`config.mk`:
```
export PLATFORM = sky130hd
export DESIGN_NAME = cfg_bitstream_streamer
export DESIGN_NICKNAME = d
export VERILOG_FILES = /design/src/rtl/cfg_stream_pkg.sv /design/src/rtl/cfg_image_store.sv /design/src/rtl/cfg_clk_divider.sv /design/src/rtl/cfg_stream_ctrl.sv /design/src/rtl/cfg_bitstream_streamer.sv
export SDC_FILE = /design/constraint.sdc
export NUM_CORES = 1
export LEC_CHECK = 0
export BUFFER_PORTS_ARGS = -buffer_cell sky130_fd_sc_hd__buf_4
export CORE_UTILIZATION = 40
export CTS_CLUSTER_DIAMETER = 120
export CTS_CLUSTER_SIZE = 10
export DETAILED_ROUTE_END_ITERATION = 10
export MAX_ROUTING_LAYER = met4
export SLEW_MARGIN = 20
export SYNTH_ARGS = -nofsm -noshare
export SYNTH_HDL_FRONTEND = slang
export SYNTH_HIERARCHICAL = 1
export SYNTH_SLANG_ARGS = --single-unit
```
`constraint.sdc`:
```
create_clock -name clk -period 3.1 [get_ports clk]
set_clock_uncertainty 0.1 [all_clocks]
set_input_delay 0.155 -clock clk [delete_from_list [all_inputs] [get_ports clk]]
set_output_delay 0.155 -clock clk [all_outputs]
set_load 0.1 [all_outputs]
```
`src/rtl/cfg_stream_pkg.sv`:
```
package cfg_stream_pkg;

   typedef enum logic [1:0] {
      ST_IDLE = 2'd0,
      ST_RUN  = 2'd1,
      ST_HALT = 2'd2
   } stream_state_e;

   // Reset image value for byte idx when preloading from a seed.
   function automatic logic [7:0] image_byte(input logic [7:0] seed, input int unsigned idx);
      logic [7:0] i8;
      i8 = idx[7:0];
      return seed ^ (i8 * 8'd29 + 8'd3);
   endfunction

endpackage

```
`src/rtl/cfg_image_store.sv`:
```
module cfg_image_store
   import cfg_stream_pkg::*;
#(
   parameter int unsigned DEPTH   = 16,
   parameter int unsigned AW      = 4,
   parameter bit          PRELOAD = 1'b1,
   parameter logic [7:0]  SEED    = 8'h5A
) (
   input  logic          clk,
   input  logic          rst_n,
   input  logic          wr_allow,
   input  logic          wr_en,
   input  logic [AW-1:0] wr_addr,
   input  logic [7:0]    wr_data,
   input  logic [AW-1:0] rd_idx,
   output logic [7:0]    rd_data
);

   logic [7:0] init_val [DEPTH];
   logic [7:0] mem_q    [DEPTH];

   // Reset contents: seeded pattern or all zeros, chosen at elaboration.
   generate
      if (PRELOAD) begin : g_seeded
         for (genvar gi = 0; gi < int'(DEPTH); gi++) begin : g_ent
            assign init_val[gi] = image_byte(SEED, gi);
         end
      end else begin : g_cleared
         for (genvar gi = 0; gi < int'(DEPTH); gi++) begin : g_ent
            assign init_val[gi] = 8'h00;
         end
      end
   endgenerate

   always_ff @(posedge clk) begin
      if (!rst_n) begin
         for (int i = 0; i < int'(DEPTH); i++) mem_q[i] <= init_val[i];
      end else if (wr_en && wr_allow) begin
         for (int i = 0; i < int'(DEPTH); i++) begin
            if (wr_addr == AW'(i)) mem_q[i] <= wr_data;
         end
      end
   end

   always_comb begin
      rd_data = 8'h00;
      for (int i = 0; i < int'(DEPTH); i++) begin
         if (rd_idx == AW'(i)) rd_data = mem_q[i];
      end
   end

endmodule

```
`src/rtl/cfg_clk_divider.sv`:
```
module cfg_clk_divider #(
   parameter int unsigned DIV = 4
) (
   input  logic clk,
   input  logic rst_n,
   input  logic run,
   output logic sclk,
   output logic wrap
);

   localparam int unsigned CW   = (DIV > 2) ? $clog2(DIV) : 1;
   localparam int unsigned HALF = DIV / 2;

   logic [CW-1:0] cnt_q;

   assign wrap = run && (cnt_q == CW'(DIV - 1));

   always_ff @(posedge clk) begin
      if (!rst_n)            cnt_q <= '0;
      else if (!run || wrap) cnt_q <= '0;
      else                   cnt_q <= cnt_q + 1'b1;
   end

   // Low half first, then high half; the period boundary is a falling edge.
   generate
      if (DIV == 2) begin : g_div2
         assign sclk = run & cnt_q[0];
      end else begin : g_divn
         assign sclk = run && (cnt_q >= CW'(HALF));
      end
   endgenerate

endmodule

```
`src/rtl/cfg_stream_ctrl.sv`:
```
module cfg_stream_ctrl
   import cfg_stream_pkg::*;
#(
   parameter int unsigned DEPTH = 16,
   parameter int unsigned AW    = 4,
   parameter int unsigned PW    = 8
) (
   input  logic          clk,
   input  logic          rst_n,
   input  logic          start_en,
   input  logic          sel_n,
   input  logic          wrap,
   output logic          run,
   output logic          wr_allow,
   output logic          done,
   output logic [AW-1:0] byte_idx,
   output logic [2:0]    bit_sel
);

   localparam logic [PW-1:0] LAST = PW'(DEPTH * 8);

   stream_state_e state_q;
   logic          en_q;
   logic [PW-1:0] ptr_q;
   logic          en_rise;

   assign en_rise = start_en && !en_q;

   always_ff @(posedge clk) begin
      if (!rst_n) begin
         state_q <= ST_IDLE;
         en_q    <= 1'b0;
         ptr_q   <= '0;
      end else begin
         en_q <= start_en;
         if (!start_en) begin
            state_q <= ST_IDLE;
            ptr_q   <= '0;
         end else begin
            unique case (state_q)
               ST_IDLE: begin
                  if (en_rise && !sel_n) begin
                     state_q <= ST_RUN;
                     ptr_q   <= '0;
                  end
               end
               ST_RUN: begin
                  if (sel_n)                       state_q <= ST_HALT;
                  else if (wrap && ptr_q != LAST)  ptr_q   <= ptr_q + 1'b1;
               end
               ST_HALT: state_q <= ST_HALT;
               default: state_q <= ST_IDLE;
            endcase
         end
      end
   end

   assign run      = (state_q == ST_RUN);
   assign wr_allow = (state_q == ST_IDLE);
   assign done     = (ptr_q == LAST);
   assign byte_idx = ptr_q[AW+2:3];
   assign bit_sel  = ptr_q[2:0];

endmodule

```
`src/rtl/cfg_bitstream_streamer.sv`:
```
module cfg_bitstream_streamer #(
   parameter int unsigned DEPTH   = 16,
   parameter int unsigned CLK_DIV = 4,
   parameter bit          PRELOAD = 1'b1,
   parameter logic [7:0]  SEED    = 8'h5A,
   localparam int unsigned AW     = (DEPTH > 1) ? $clog2(DEPTH) : 1
) (
   input  logic          clk,
   input  logic          rst_n,
   input  logic          img_we,
   input  logic [AW-1:0] img_addr,
   input  logic [7:0]    img_wdata,
   input  logic          start_en,
   input  logic          sel_n,
   output logic          cfg_clk,
   output logic          cfg_clk_en,
   output logic          cfg_dat,
   output logic          cfg_dat_en,
   output logic          img_done
);

   localparam int unsigned PW = $clog2(DEPTH * 8 + 1);

   generate
      if (CLK_DIV < 2 || (CLK_DIV % 2) != 0) begin : g_bad_div
         $error("cfg_bitstream_streamer: CLK_DIV must be even and at least 2");
      end
      if (DEPTH < 1 || DEPTH > 256) begin : g_bad_depth
         $error("cfg_bitstream_streamer: DEPTH must lie in 1..256");
      end
   endgenerate

   logic          run, wr_allow, done, wrap, sclk;
   logic [AW-1:0] byte_idx;
   logic [2:0]    bit_sel;
   logic [7:0]    cur_byte;

   cfg_stream_ctrl #(.DEPTH(DEPTH), .AW(AW), .PW(PW)) u_ctrl (
      .clk      (clk),
      .rst_n    (rst_n),
      .start_en (start_en),
      .sel_n    (sel_n),
      .wrap     (wrap),
      .run      (run),
      .wr_allow (wr_allow),
      .done     (done),
      .byte_idx (byte_idx),
      .bit_sel  (bit_sel)
   );

   cfg_clk_divider #(.DIV(CLK_DIV)) u_div (
      .clk   (clk),
      .rst_n (rst_n),
      .run   (run),
      .sclk  (sclk),
      .wrap  (wrap)
   );

   cfg_image_store #(.DEPTH(DEPTH), .AW(AW), .PRELOAD(PRELOAD), .SEED(SEED)) u_store (
      .clk      (clk),
      .rst_n    (rst_n),
      .wr_allow (wr_allow),
      .wr_en    (img_we),
      .wr_addr  (img_addr),
      .wr_data  (img_wdata),
      .rd_idx   (byte_idx),
      .rd_data  (cur_byte)
   );

   assign cfg_clk    = sclk;
   assign cfg_clk_en = run;
   assign cfg_dat_en = run;
   assign cfg_dat    = run && (done ? 1'b1 : cur_byte[bit_sel]);
   assign img_done   = done;

endmodule

```
==> metrics list, run 1 <==
- Outcome: complete, but fails checks
- Violations in the final reports: negative setup slack
- Asr flop ratio synth: 0%
* Worst Tran Pin Value: 558.7 ps
- Height of the chip: 134.2 um
- For this configuration, the core starts out at a cell density of 41.59%.
- The die covers 0.01802 mm^2.
- Gr ovfl total: 0
- Data on the critical path arrives at its endpoint at 2970 ps.
* Unrepaired setup endpoints after global routing: true
* Number of cell rows: 47
* Area growth from synthesis to layout: 20.14%
* Count of endpoints failing setup in the final report: 1
- Number of detailed-route iterations in the first pass: 5
- Min-Delay Path Depth: 2
- Final hold violation count: 0
* Die outline width: 134.2 um
- Across the run, the number of max-cap violations was 0.
- The routed layout has 5133 vias.
- Reg-to-Reg End: u_ctrl/ptr_q[5]$_SDFFE_PN0P_
- Of all nets on the critical path, the largest fanout is 8.
* Setup crit end kind: primary output
- Total cell area at the placement stage: 0.007415 mm^2
- The path class of the tightest hold or removal check is input port to flip-flop.
- The worst setup path is launched from a flip-flop.
* Final setup TNS: -123.5 ps
* Post-layout nets: 673
- For this run, the register share of the synthesized area comes to 58.68%.
* WP data required: 2840 ps
- TritonCTS built the clock tree.
* Power per standard cell area: 537.7 mW/mm^2
- Critical Setup Path Class: flip-flop to primary output
- Global routing usage summed across all routing layers: 23.28%
- Clock tree synthesis found a total of 141 sinks.
- Netlist Area Pre-Place: 0.006994 mm^2
- Entering global routing, the biggest net connects 44 pins.
- Once detailed placement completed, the half-perimeter wirelength came to 13.43 mm.
- Number of storage elements in the synthesis netlist: 141
- Post-synthesis net count: 620
* Launch instance of the worst register-to-register path: u_ctrl/state_q[1]$_SDFFE_PN0P_
- In the final routing, the length of wire on met1 measures 8.417 mm.
- Clock input transition at the sequential cells of the worst setup and hold paths: 60 ps
- The worst-case IR drop observed on VDD is 0.3415 mV.
* Clk Tree Root Cell: sky130_fd_sc_hd__clkbuf_16
- In the detailed route, the total length drawn on met3 is 1.439 mm.
- Synthesis instantiated 72 different standard cells from the library.
- TritonCTS created 17 clock buffers.
- Peak Freq: 310.2 MHz
- The path with the worst hold slack has its endpoint at u_store/mem_q[0][43]$_SDFFCE_PN1P_.
- Non-filler instance count after layout: 883
* WL/cell: 22.01 um
* Count of input and output buffers: 21
* DR top layer: met4
- In the routed design, unresolved DRC markers number 0.
- Detailed route wirelength on metal2: 9.062 mm
- Global-route wire length before repair: 29.30 mm
- Std-Cell Core Area: 0.01682 mm^2
- The number of max-slew violations in the final report is 0.
* Layout Utilization: 49.96%
- Maximum number of buffers from clock root to sink: 2
* Diode insertion count for antenna repair: 0
- Fill cells in the final layout number 1543.
- Summed over all layers, the routed wires come to 19.44 mm.
- Dividing the final minimum period by the clock period gives 104.0%.
- The congestion estimate from routability-driven global placement came to 0.9469.
- Yosys printed 6 warnings.
- Antenna-violating nets left: 0
* Number of global-route vias before repair: 4939
- In the synthesized netlist the dominant register cell turns out to be sky130_fd_sc_hd__edfxtp_1.
* Leak Pwr: 2.795 nW
- Final Hold Slack: 12.52 ps
- Start point of the worst min-delay path: img_wdata[3]
* Post-Syn Instances: 597
- In this run, synthesis inferred 128 flip-flops with an integrated enable.
- R2R cell count: 8
- Measured against its own limit, the worst slew margin works out to 62.67%.
- Post-route standard cell area excluding fillers: 0.008403 mm^2
- The post-route netlist has 27.15% of its cells at a drive strength greater than 1.
- Post-layout minimum cycle time: 3223 ps
- R2R setup slack: 700 ps
- Detailed router's first-iteration violation count: 434
* Later-pin clock latency in the skew report: 430 ps
- Across all setup checks in the final design, the least slack found is -123.5 ps.
- After detailed routing, the number of vias per cell comes to 5.813.
- Averaged over all synthesized cells, the footprint is 11.72 um^2.
- Cell Count Post-Placement: 830
- Number of antenna violations at the first check in global routing: 0
- In this run the count of I/O pins placed on the die edge is 22.
- The H-tree generated during clock tree synthesis spans 4 levels.
## logic make-up (layout without fill, tap and decap cells)
kind of cell / count (synthesis) / in the layout / share of synthesized area, %
adders and majority gates: 6 / 6 / 1.073
buffers and inverters: 66 / 132 / 5.546
DFF: 141 / 141 / 58.68
AOI/OAI and AO/OA: 110 / 110 / 10.73
and+or+nand+nor: 240 / 240 / 17.60
muxes: 34 / 34 / 6.369
## sequential cells by signal, indices dropped and copies added, names as in the netlist
| register | flops |
|---|---|
| u_ctrl/ptr_q | 8 |
| u_ctrl/state_q | 2 |
| u_store/mem_q | 128 |
| u_div/cnt_q | 2 |
| u_ctrl/en_q | 1 |
## worst max-delay path by stage
stage                                  from       to  slack (ps)  depth (start not counted)
5_1_grt        u_ctrl/ptr_q[4]$_SDFFE_PN0P_  cfg_dat        -180                          8
4_1_cts        u_ctrl/ptr_q[4]$_SDFFE_PN0P_  cfg_dat        -100                          9
3_3_place_gp   u_ctrl/ptr_q[3]$_SDFFE_PN0P_  cfg_dat         170                          9
6_report       u_ctrl/ptr_q[4]$_SDFFE_PN0P_  cfg_dat        -120                          8
2_1_floorplan  u_ctrl/ptr_q[4]$_SDFFE_PN0P_  cfg_dat         150                         10
3_5_place_dp   u_ctrl/ptr_q[4]$_SDFFE_PN0P_  cfg_dat         150                          9
## cell type report
class                      instances  area (um^2)  area share [%]
sequential                       141         4116           48.99
timing repair buffer              72        676.9           8.055
clock buffer                      17        425.4           5.063
multi-input combinational        390         2605           31.00
tap                              220        275.3           3.276
clock inverter                    15        186.4           2.219
inverter                          28        117.6           1.400
## critical path, cell delays in order (launching register included)
cell and delay, ps:
sky130_fd_sc_hd__dfxtp_4 430, sky130_fd_sc_hd__buf_8 170, sky130_fd_sc_hd__mux2_2 370, sky130_fd_sc_hd__a211oi_4 310, sky130_fd_sc_hd__o22ai_1 140, sky130_fd_sc_hd__mux4_2 480
sky130_fd_sc_hd__nor2b_1 150, sky130_fd_sc_hd__o31a_1 320, sky130_fd_sc_hd__buf_12 180
## placed cells by master, fill, tap and decap left out, types with 4 or more instances in the layout
cell type                         n
sky130_fd_sc_hd__dfxtp_1          9
sky130_fd_sc_hd__mux4_2           6
sky130_fd_sc_hd__edfxtp_1       128
sky130_fd_sc_hd__a21oi_1         24
sky130_fd_sc_hd__inv_6            4
sky130_fd_sc_hd__or3_1           11
sky130_fd_sc_hd__buf_4           55
sky130_fd_sc_hd__o21ai_0         14
sky130_fd_sc_hd__nand3_1         20
sky130_fd_sc_hd__a21oi_2          4
sky130_fd_sc_hd__inv_1           23
sky130_fd_sc_hd__nor2b_1          6
sky130_fd_sc_hd__a211oi_1         4
sky130_fd_sc_hd__nor3_1           8
sky130_fd_sc_hd__o21ai_1          5
sky130_fd_sc_hd__ha_1             6
sky130_fd_sc_hd__clkinvlp_4       5
sky130_fd_sc_hd__clkbuf_16       17
sky130_fd_sc_hd__or2_2           27
sky130_fd_sc_hd__o22ai_1         14
sky130_fd_sc_hd__o211ai_1         4
sky130_fd_sc_hd__dlygate4sd3_1    7
sky130_fd_sc_hd__buf_12           6
sky130_fd_sc_hd__a31oi_1          6
sky130_fd_sc_hd__mux2i_1         16
sky130_fd_sc_hd__mux2_2          10
sky130_fd_sc_hd__nand2b_1        18
sky130_fd_sc_hd__or2_1            9
sky130_fd_sc_hd__nand2_1         58
sky130_fd_sc_hd__nor2_1          54
## report_power, final
part / switching, mW / internal (mW)
Sequential: 0.0253 / 2.15
Combinational: 0.164 / 0.0712
Clock: 0.831 / 1.28
## repair_timing
item	in CTS	in global routing
resized for setup	28	13
cloned	1	0
pin swaps	10	5
endpoints found under the hold margin	27	0
setup buffers	13	0
hold buffers	7	0
endpoints found under the setup margin	1	1
## cells in the mapped netlist (4+ instances only)
master	count	area share (%)
sky130_fd_sc_hd__nand2b_1	22	2.0
sky130_fd_sc_hd__edfxtp_1	128	55
sky130_fd_sc_hd__a31oi_1	7	0.63
sky130_fd_sc_hd__or3_1	11	0.98
sky130_fd_sc_hd__mux2i_1	16	2.3
sky130_fd_sc_hd__nor2_1	54	2.9
sky130_fd_sc_hd__mux2_2	11	1.8
sky130_fd_sc_hd__ha_1	6	1.1
sky130_fd_sc_hd__o21ai_0	15	1.1
sky130_fd_sc_hd__nor3_1	8	0.57
sky130_fd_sc_hd__nand3_1	20	1.4
sky130_fd_sc_hd__a211oi_1	5	0.54
sky130_fd_sc_hd__clkbuf_1	5	0.27
sky130_fd_sc_hd__buf_4	11	1.2
sky130_fd_sc_hd__nor2b_1	6	0.54
sky130_fd_sc_hd__mux4_2	6	1.9
sky130_fd_sc_hd__or2_2	28	2.5
sky130_fd_sc_hd__o22ai_1	15	1.3
sky130_fd_sc_hd__buf_6	8	1.3
sky130_fd_sc_hd__o211ai_1	4	0.43
sky130_fd_sc_hd__buf_2	10	0.72
sky130_fd_sc_hd__or2_1	9	0.80
sky130_fd_sc_hd__o21ai_1	4	0.29
sky130_fd_sc_hd__inv_1	25	1.3
sky130_fd_sc_hd__a21oi_1	27	1.9
sky130_fd_sc_hd__nand2_1	60	3.2
sky130_fd_sc_hd__dfxtp_1	13	3.7
## metal layers
metal | vias up | GRT usage (%)
li1 | 2310 | -
met1 | 2546 | 30.04
met2 | 234 | 35.84
met3 | 43 | 4.800
met4 | 0 | 9.426
met5 | - | -
## per-stage QoR
step | setup WS [ps] | total power, mW
3_5_place_dp | 151.8 | 2.436
5_1_grt | -183.7 | 4.627
3_3_place_gp | 165.2 | 2.431
6_report | -123.5 | 4.518
4_1_cts | -104.7 | 4.532
2_1_floorplan | 149.5 | 2.325
(Power assumes the default switching activity.)
==> run 2: changes to the inputs <==
Settings changed: CORE_MARGIN set to 1.5, CORE_UTILIZATION 40 to 62, PLACE_DENSITY set to 0.8.
==> run 2 against run 1 <==
Against the previous run:
- the flow still finishes with violations (negative setup slack)
- wire length grew 4.3%
- critical path depth is the same
- power grew 1.0%
- combinational power grew 3%
- sequential power is essentially flat
- sequential share of layout area grew 0.61 points
- critical path type unchanged
- fmax shrank 2.3%
- setup slack lost 75 ps
- clock power is essentially flat
- flip-flop and latch count is the same
- critical endpoint unchanged
- cell count shrank 9.2%
- via count grew 4.5%
==> metrics list, run 2 (synthesis gave the netlist of run 1 again) <==
* Outcome: complete, but fails checks
- The checks that failed: negative setup slack.
- Proportion of layout cells with a drive suffix above 1: 25.83%
- Commonest non-fill, non-tap cells in the layout: sky130_fd_sc_hd__edfxtp_1, sky130_fd_sc_hd__nand2_1, sky130_fd_sc_hd__nor2_1
* CTS Buf Count: 17
* Gr ovfl total: 0
* Proportion of power drawn by combinational gates: 5.3%
- Input and output buffers added on the ports amount to 21.
- The number of antenna diodes in the final layout is 0.
* Max reg flops: 128
- Area growth from synthesis to layout: 18.59%
* Final max-slew violation count: 0
* Setup slack of the critical path after layout: -198.1 ps
- Global routing usage summed across all routing layers: 37.03%
- The floorplan step defined a core boundary enclosing 0.01094 mm^2.
- At the pin with the least slew margin, the transition time is 522.2 ps.
- TritonCTS clock tree: yes
* WL/cell: 25.27 um
* Worst-path maximum fanout: 7
- The worst path in the final design needs a cycle of 3298 ps, including I/O delays and setup.
- Dividing the detail-routed via count by the number of cells gives 6.686.
- Antenna-violating nets left: 0
- Net switching fraction of the power: 21.27%
- Most common cell after layout, fill and taps aside: sky130_fd_sc_hd__edfxtp_1
* H-tree Lvls: 4
- The internal portion of the total power is 3.594 mW.
- The first global-routing pass estimated 30.21 mm of wire.
- Per report_power, the clock group accounts for 46.9% of the total.
- Setup repair after global routing could not meet its margin everywhere.
- The final route contains 5362 vias.
- Adding up every negative setup slack in the final design gives -198.1 ps.
- Die outline width: 109.2 um
- The total count of hold-check failures in the final report came to 0.
- After clock tree synthesis, the clock-pin slew on the worst setup and hold paths is 60 ps.
- Entering global routing, the biggest net connects 44 pins.
- The number of antenna violations at the first check in global routing is 0.
- The pre-antenna-repair detailed-routing pass consisted of 5 iterations.
* Later-pin clock latency in the skew report: 420 ps
- Power per standard cell area: 550.3 mW/mm^2
* Leak Pwr: 2.822 nW
- Static timing analysis puts the maximum clock frequency at 303.2 MHz.
- Summed over all nets, the switching power comes to 970.8 uW.
- In the final layout, the registers with the most flip-flops are u_store/mem_q: 128 flops, u_ctrl/ptr_q: 8 flops.
- Number of design rule violations left after detail routing: 0
- Effective utilization at floorplan: 63.96%
* Setup crit end kind: primary output
- Signal routing reaches up to met4.
* Largest Register: u_store/mem_q
- The via count of the first global-routing pass was 5136.
- The floorplan has 38 rows.
- Routability congestion estimate: 1.008
* Largest voltage drop on the vdd net: 0.4112 mV
- Slew HR: 65.11%
- The critical path is of the flip-flop to primary output type.
* Routed wl met3: 2.298 mm
* Sequential fraction of design power: 47.8%
* Detailed route wirelength on metal2: 9.578 mm
- Class of the tightest hold or removal check: input port to flip-flop
- 22 I/O pins were placed.
- Maximum number of buffers from clock root to sink: 2
* Final Cycle Share: 106.4%
* Met1 layer wirelength in the final routing: 7.667 mm
- Count of endpoints failing setup in the final report: 1
- For this block, the initial DRC count from the detailed router was 684.
- Wirelength, routed: 20.27 mm
* Final HPWL DP: 13.61 mm
- The floorplan step defined a die boundary enclosing 0.01193 mm^2.
* Nature of the critical path startpoint: flip-flop
* Clk Tree Root Cell: sky130_fd_sc_hd__clkbuf_16
- On the final layout, the worst hold slack is 16.45 ps.
- WP data required: 2840 ps
* Clock Sinks: 141
* Setup WS pre-CTS: 187.4 ps
- Post-layout nets: 672
- Maximum Capacitance Violations: 0
- Critical Path AT: 3040 ps
* Height of the chip: 109.2 um
[run 2: what timing repair did]
| item | CTS | global route |
|---|---|---|
| resized for setup | 33 | 5 |
| hold endpoints to repair | 25 | 0 |
| gates cloned | 1 | 0 |
| pin swaps | 10 | 4 |
| hold buffers | 8 | 0 |
| endpoints found under the setup margin | 1 | 1 |
| setup buffers | 8 | 4 |
[run 2: critical path: stages (launching register included)]
cell and delay (ps):
sky130_fd_sc_hd__dfxtp_4 430, sky130_fd_sc_hd__buf_4 200, sky130_fd_sc_hd__mux4_2 500, sky130_fd_sc_hd__o22ai_1 240, sky130_fd_sc_hd__a41oi_2 60, sky130_fd_sc_hd__mux4_2 510
sky130_fd_sc_hd__nor2b_4 140, sky130_fd_sc_hd__o31a_1 350, sky130_fd_sc_hd__buf_12 190
[run 2: worst paths after layout]
path	startpoint	endpoint	slack, ps	cells after the start
max	u_ctrl/ptr_q[3]$_SDFFE_PN0P_	cfg_dat	-200	8
min	start_en	u_ctrl/state_q[1]$_SDFFE_PN0P_	20	3
max reg2reg	u_ctrl/state_q[1]$_SDFFE_PN0P_	u_store/mem_q[1][1]$_SDFFCE_PN0P_	660	6
min reg2reg	u_ctrl/ptr_q[7]$_SDFFE_PN0P_	u_ctrl/ptr_q[7]$_SDFFE_PN0P_	370	1
[run 2: cell type report]
type | count | area (um^2)
inverters | 28 | 110.1
well taps | 140 | 175.2
fillers | 713 | 2641
repair buffers | 71 | 666.9
clock inverters | 10 | 165.2
clock buffers | 22 | 454.2
multi-input cells | 390 | 2609
flip-flops and latches | 141 | 4114
[run 2: per-stage QoR]
step / total power [mW] / instances / area [um^2] / utilization, %
2_1_floorplan: 2.325 / 597 / 6994 / -
3_3_place_gp: 2.429 / 750 / 7315 / 66.89
3_5_place_dp: 2.439 / 750 / 7315 / 66.89
4_1_cts: 4.558 / 798 / 8245 / 75.40
5_1_grt: 4.657 / 802 / 8294 / 75.85
6_report: 4.565 / 802 / 8294 / 75.85
[run 2: power by group through the flow]
stage | Clock (mW) | Sequential, mW | Combinational (mW)
4_1_cts | 2.15 | 2.18 | 0.234
6_report | 2.14 | 2.18 | 0.242
3_5_place_dp | 0 | 2.22 | 0.221
5_1_grt | 2.22 | 2.18 | 0.253
2_1_floorplan | 0 | 2.20 | 0.122
3_3_place_gp | 0 | 2.21 | 0.215
[run 2: metal layers]
metal  up-vias  track usage [%]
met5         -                -
met4         0            13.73
met3        69            7.412
met2       401            57.14
met1      2584            48.99
li1       2308                -
==> run 3: changes to the inputs <==
Settings changed: SKIP_CTS_REPAIR_TIMING set to 1.
==> run 3 against run 2 <==
Against the previous run:
- the flow finishes with violations (negative hold slack, negative setup slack)
- flip-flop and latch count is the same
- die area did not move
- global-route usage decreased by 1.3 points
- combinational power decreased by 2%
- sequential share of layout area is 0.44 points higher
- count of clock-buffer cells in the layout unchanged
- wire length is 1.5% lower
- power is 0.28% lower
- critical endpoint unchanged
- register-to-register slack barely moved
- via count shrank 0.47%
- utilization fell by 0.66 points
==> metrics list, run 3 (synthesis gave the netlist of run 1 again) <==
* Post-layout nets: 667
- Final setup TNS: -261.8 ps
- The number of antenna diodes in the final layout is 0.
- Final max-slew violation count: 0
* Detailed router's first-iteration violation count: 627
- Area growth from synthesis to layout: 17.55%
* Final HPWL DP: 13.61 mm
- Effective utilization at floorplan: 63.96%
* Number of detailed-route iterations in the first pass: 5
- Max reg flops: 128
- The worst setup path is captured at a primary output.
* Antenna-violating nets left: 0
- Number of global-route vias before repair: 4939
- For this run, the slowest stage of the critical path takes 510 ps.
- Final hold violation count: 1
- Largest voltage drop on the vdd net: 0.4059 mV
* Maximum number of buffers from clock root to sink: 2
* Number of design rule violations left after detail routing: 0
- At the end of routability-driven placement, the weighted congestion stood at 1.008.
- The setup path with the least slack is of type flip-flop to primary output.
- Final Cycle Share: 108.4%
- Later-pin clock latency in the skew report: 410 ps
- Height of the chip: 109.2 um
- Slew HR: 66.39%
* TritonCTS clock tree: yes
- Counting the buffers created by CTS gives 17.
* Non-filler instance count after layout: 797
* Nature of the critical path startpoint: flip-flop
* Largest Register: u_store/mem_q
- Outcome: complete, but fails checks
* Total number of vias: 5337
* Worst Tran Pin Value: 503.1 ps
- Cell Count Post-Placement: 750
- Gr ovfl total: 0
- The die is 109.2 um wide.
- Setup violations remaining at the end of the flow were counted as 1.
* Clk Tree Root Cell: sky130_fd_sc_hd__clkbuf_16
- After layout, the worst setup slack is -261.8 ps.
* Area enclosed by the die boundary: 0.01193 mm^2
- Maximum Capacitance Violations: 0
* Number of cell rows: 38
- Wires add up to 19.96 mm.
* Worst path bufs/invs: 4
- Class of the tightest hold or removal check: input port to flip-flop
- The post-route netlist has 24.96% of its cells at a drive strength greater than 1.
* Layout Utilization: 75.18%
* Standard cell with the maximum stage delay on the critical path: sky130_fd_sc_hd__mux4_2
- Clock input transition at the sequential cells of the worst setup and hold paths: 60 ps
* Number of antenna violations at the first check in global routing: 0
- Std-Cell Core Area: 0.01094 mm^2
- Power per standard cell area: 553.6 mW/mm^2
- Global-route wire length before repair: 28.99 mm
- Entering global routing, the biggest net connects 44 pins.
* Count of input and output buffers: 21
* Post-layout minimum cycle time: 3362 ps
* WL/cell: 25.04 um
- For this run, the top clock speed supported by timing is 297.5 MHz.
- The critical path goes through buf_12 -> buf_6 -> clkbuf_16 -> nand2b_4 -> o22ai_1 -> nor3_1 -> nor3_1 -> o22ai_1 -> mux4_2 -> nor2b_4 -> o31a_1 -> buf_12.
- Leak Pwr: 2.760 nW
- In the global route stage, overall resource usage came out at 35.76%.
- I/O pin total: 22
- Violations in the final reports: negative hold slack, negative setup slack
- Average via count per standard cell: 6.696
- Most common cell after layout, fill and taps aside: sky130_fd_sc_hd__edfxtp_1
- Overall power consumption after layout is estimated at 4.552 mW.
- The cell family contributing the most delay on the critical path is buffers and inverters.
* Top flop regs: u_store/mem_q: 128 flops, u_ctrl/ptr_q: 8 flops
- Unrepaired setup endpoints after global routing: true
- WP data required: 2840 ps
- CTS built an H-tree with a depth of 4.
- Clock Sinks: 141
* Final Hold Slack: -1.143 ps
- For the worst setup path, the data arrival time is 3110 ps.
- The library cells used most frequently in the layout, excluding fill and tap cells, are sky130_fd_sc_hd__edfxtp_1, sky130_fd_sc_hd__nand2_1, sky130_fd_sc_hd__nor2_1.
* Worst-path maximum fanout: 11
run 3: cell types whose count changed in the layout (fill, tap and decap cells not counted), sizes merged:
| cell | change |
|---|---|
| buf | -4 |
| clkbuf | +2 |
| dlygate4sd3 | -2 |
| bufbuf | -1 |
run 3: layout make-up:
| cell class | instances | area, um^2 |
|---|---|---|
| tap | 140 | 175.2 |
| sequential | 141 | 4114 |
| clock inverter | 10 | 165.2 |
| multi-input combinational | 390 | 2580 |
| fill | 720 | 2714 |
| inverter | 28 | 110.1 |
| timing repair buffer | 66 | 623.1 |
| clock buffer | 22 | 454.2 |
run 3: worst paths after layout:
check	to	cells past startpoint	slack, ps	startpoint
max	cfg_dat	12	-260	u_ctrl/ptr_q[4]$_SDFFE_PN0P_
max reg2reg	u_store/mem_q[1][1]$_SDFFCE_PN0P_	6	670	u_ctrl/state_q[1]$_SDFFE_PN0P_
min reg2reg	u_ctrl/ptr_q[7]$_SDFFE_PN0P_	1	370	u_ctrl/ptr_q[7]$_SDFFE_PN0P_
min	u_ctrl/ptr_q[3]$_SDFFE_PN0P_	4	-1	sel_n
run 3: tightest hold or removal path, cell delays in order:
cell	delay, ps
sky130_fd_sc_hd__buf_4	110
sky130_fd_sc_hd__a2111oi_4	60
sky130_fd_sc_hd__nand3b_1	90
sky130_fd_sc_hd__o21ai_1	60
run 3: power by group:
part           internal [mW]  switching (mW)  total, mW
Combinational         0.0708           0.167      0.237
Clock                   1.37           0.764       2.13
Sequential              2.15          0.0294       2.18
run 3: layer usage:
layer / vias up / share of wire (%) / global-route usage (%)
met2: 382 / 47 / 54.02
met4: 0 / 3.4 / 13.36
li1: 2293 / - / -
met3: 61 / 12 / 9.564
met1: 2601 / 37 / 46.69
met5: - / 0 / -
run 3: through the flow:
stage | setup slack [ps] | hold slack, ps | cell area [um^2]
6_report | -261.8 | -1.143 | 8222
5_1_grt | -312.6 | 1.873 | 8222
4_1_cts | -342.3 | -61.70 | 7934
3_5_place_dp | 187.4 | 348.9 | 7315
3_3_place_gp | 211.8 | 345.6 | 7315
2_1_floorplan | 149.5 | 230.6 | 6994
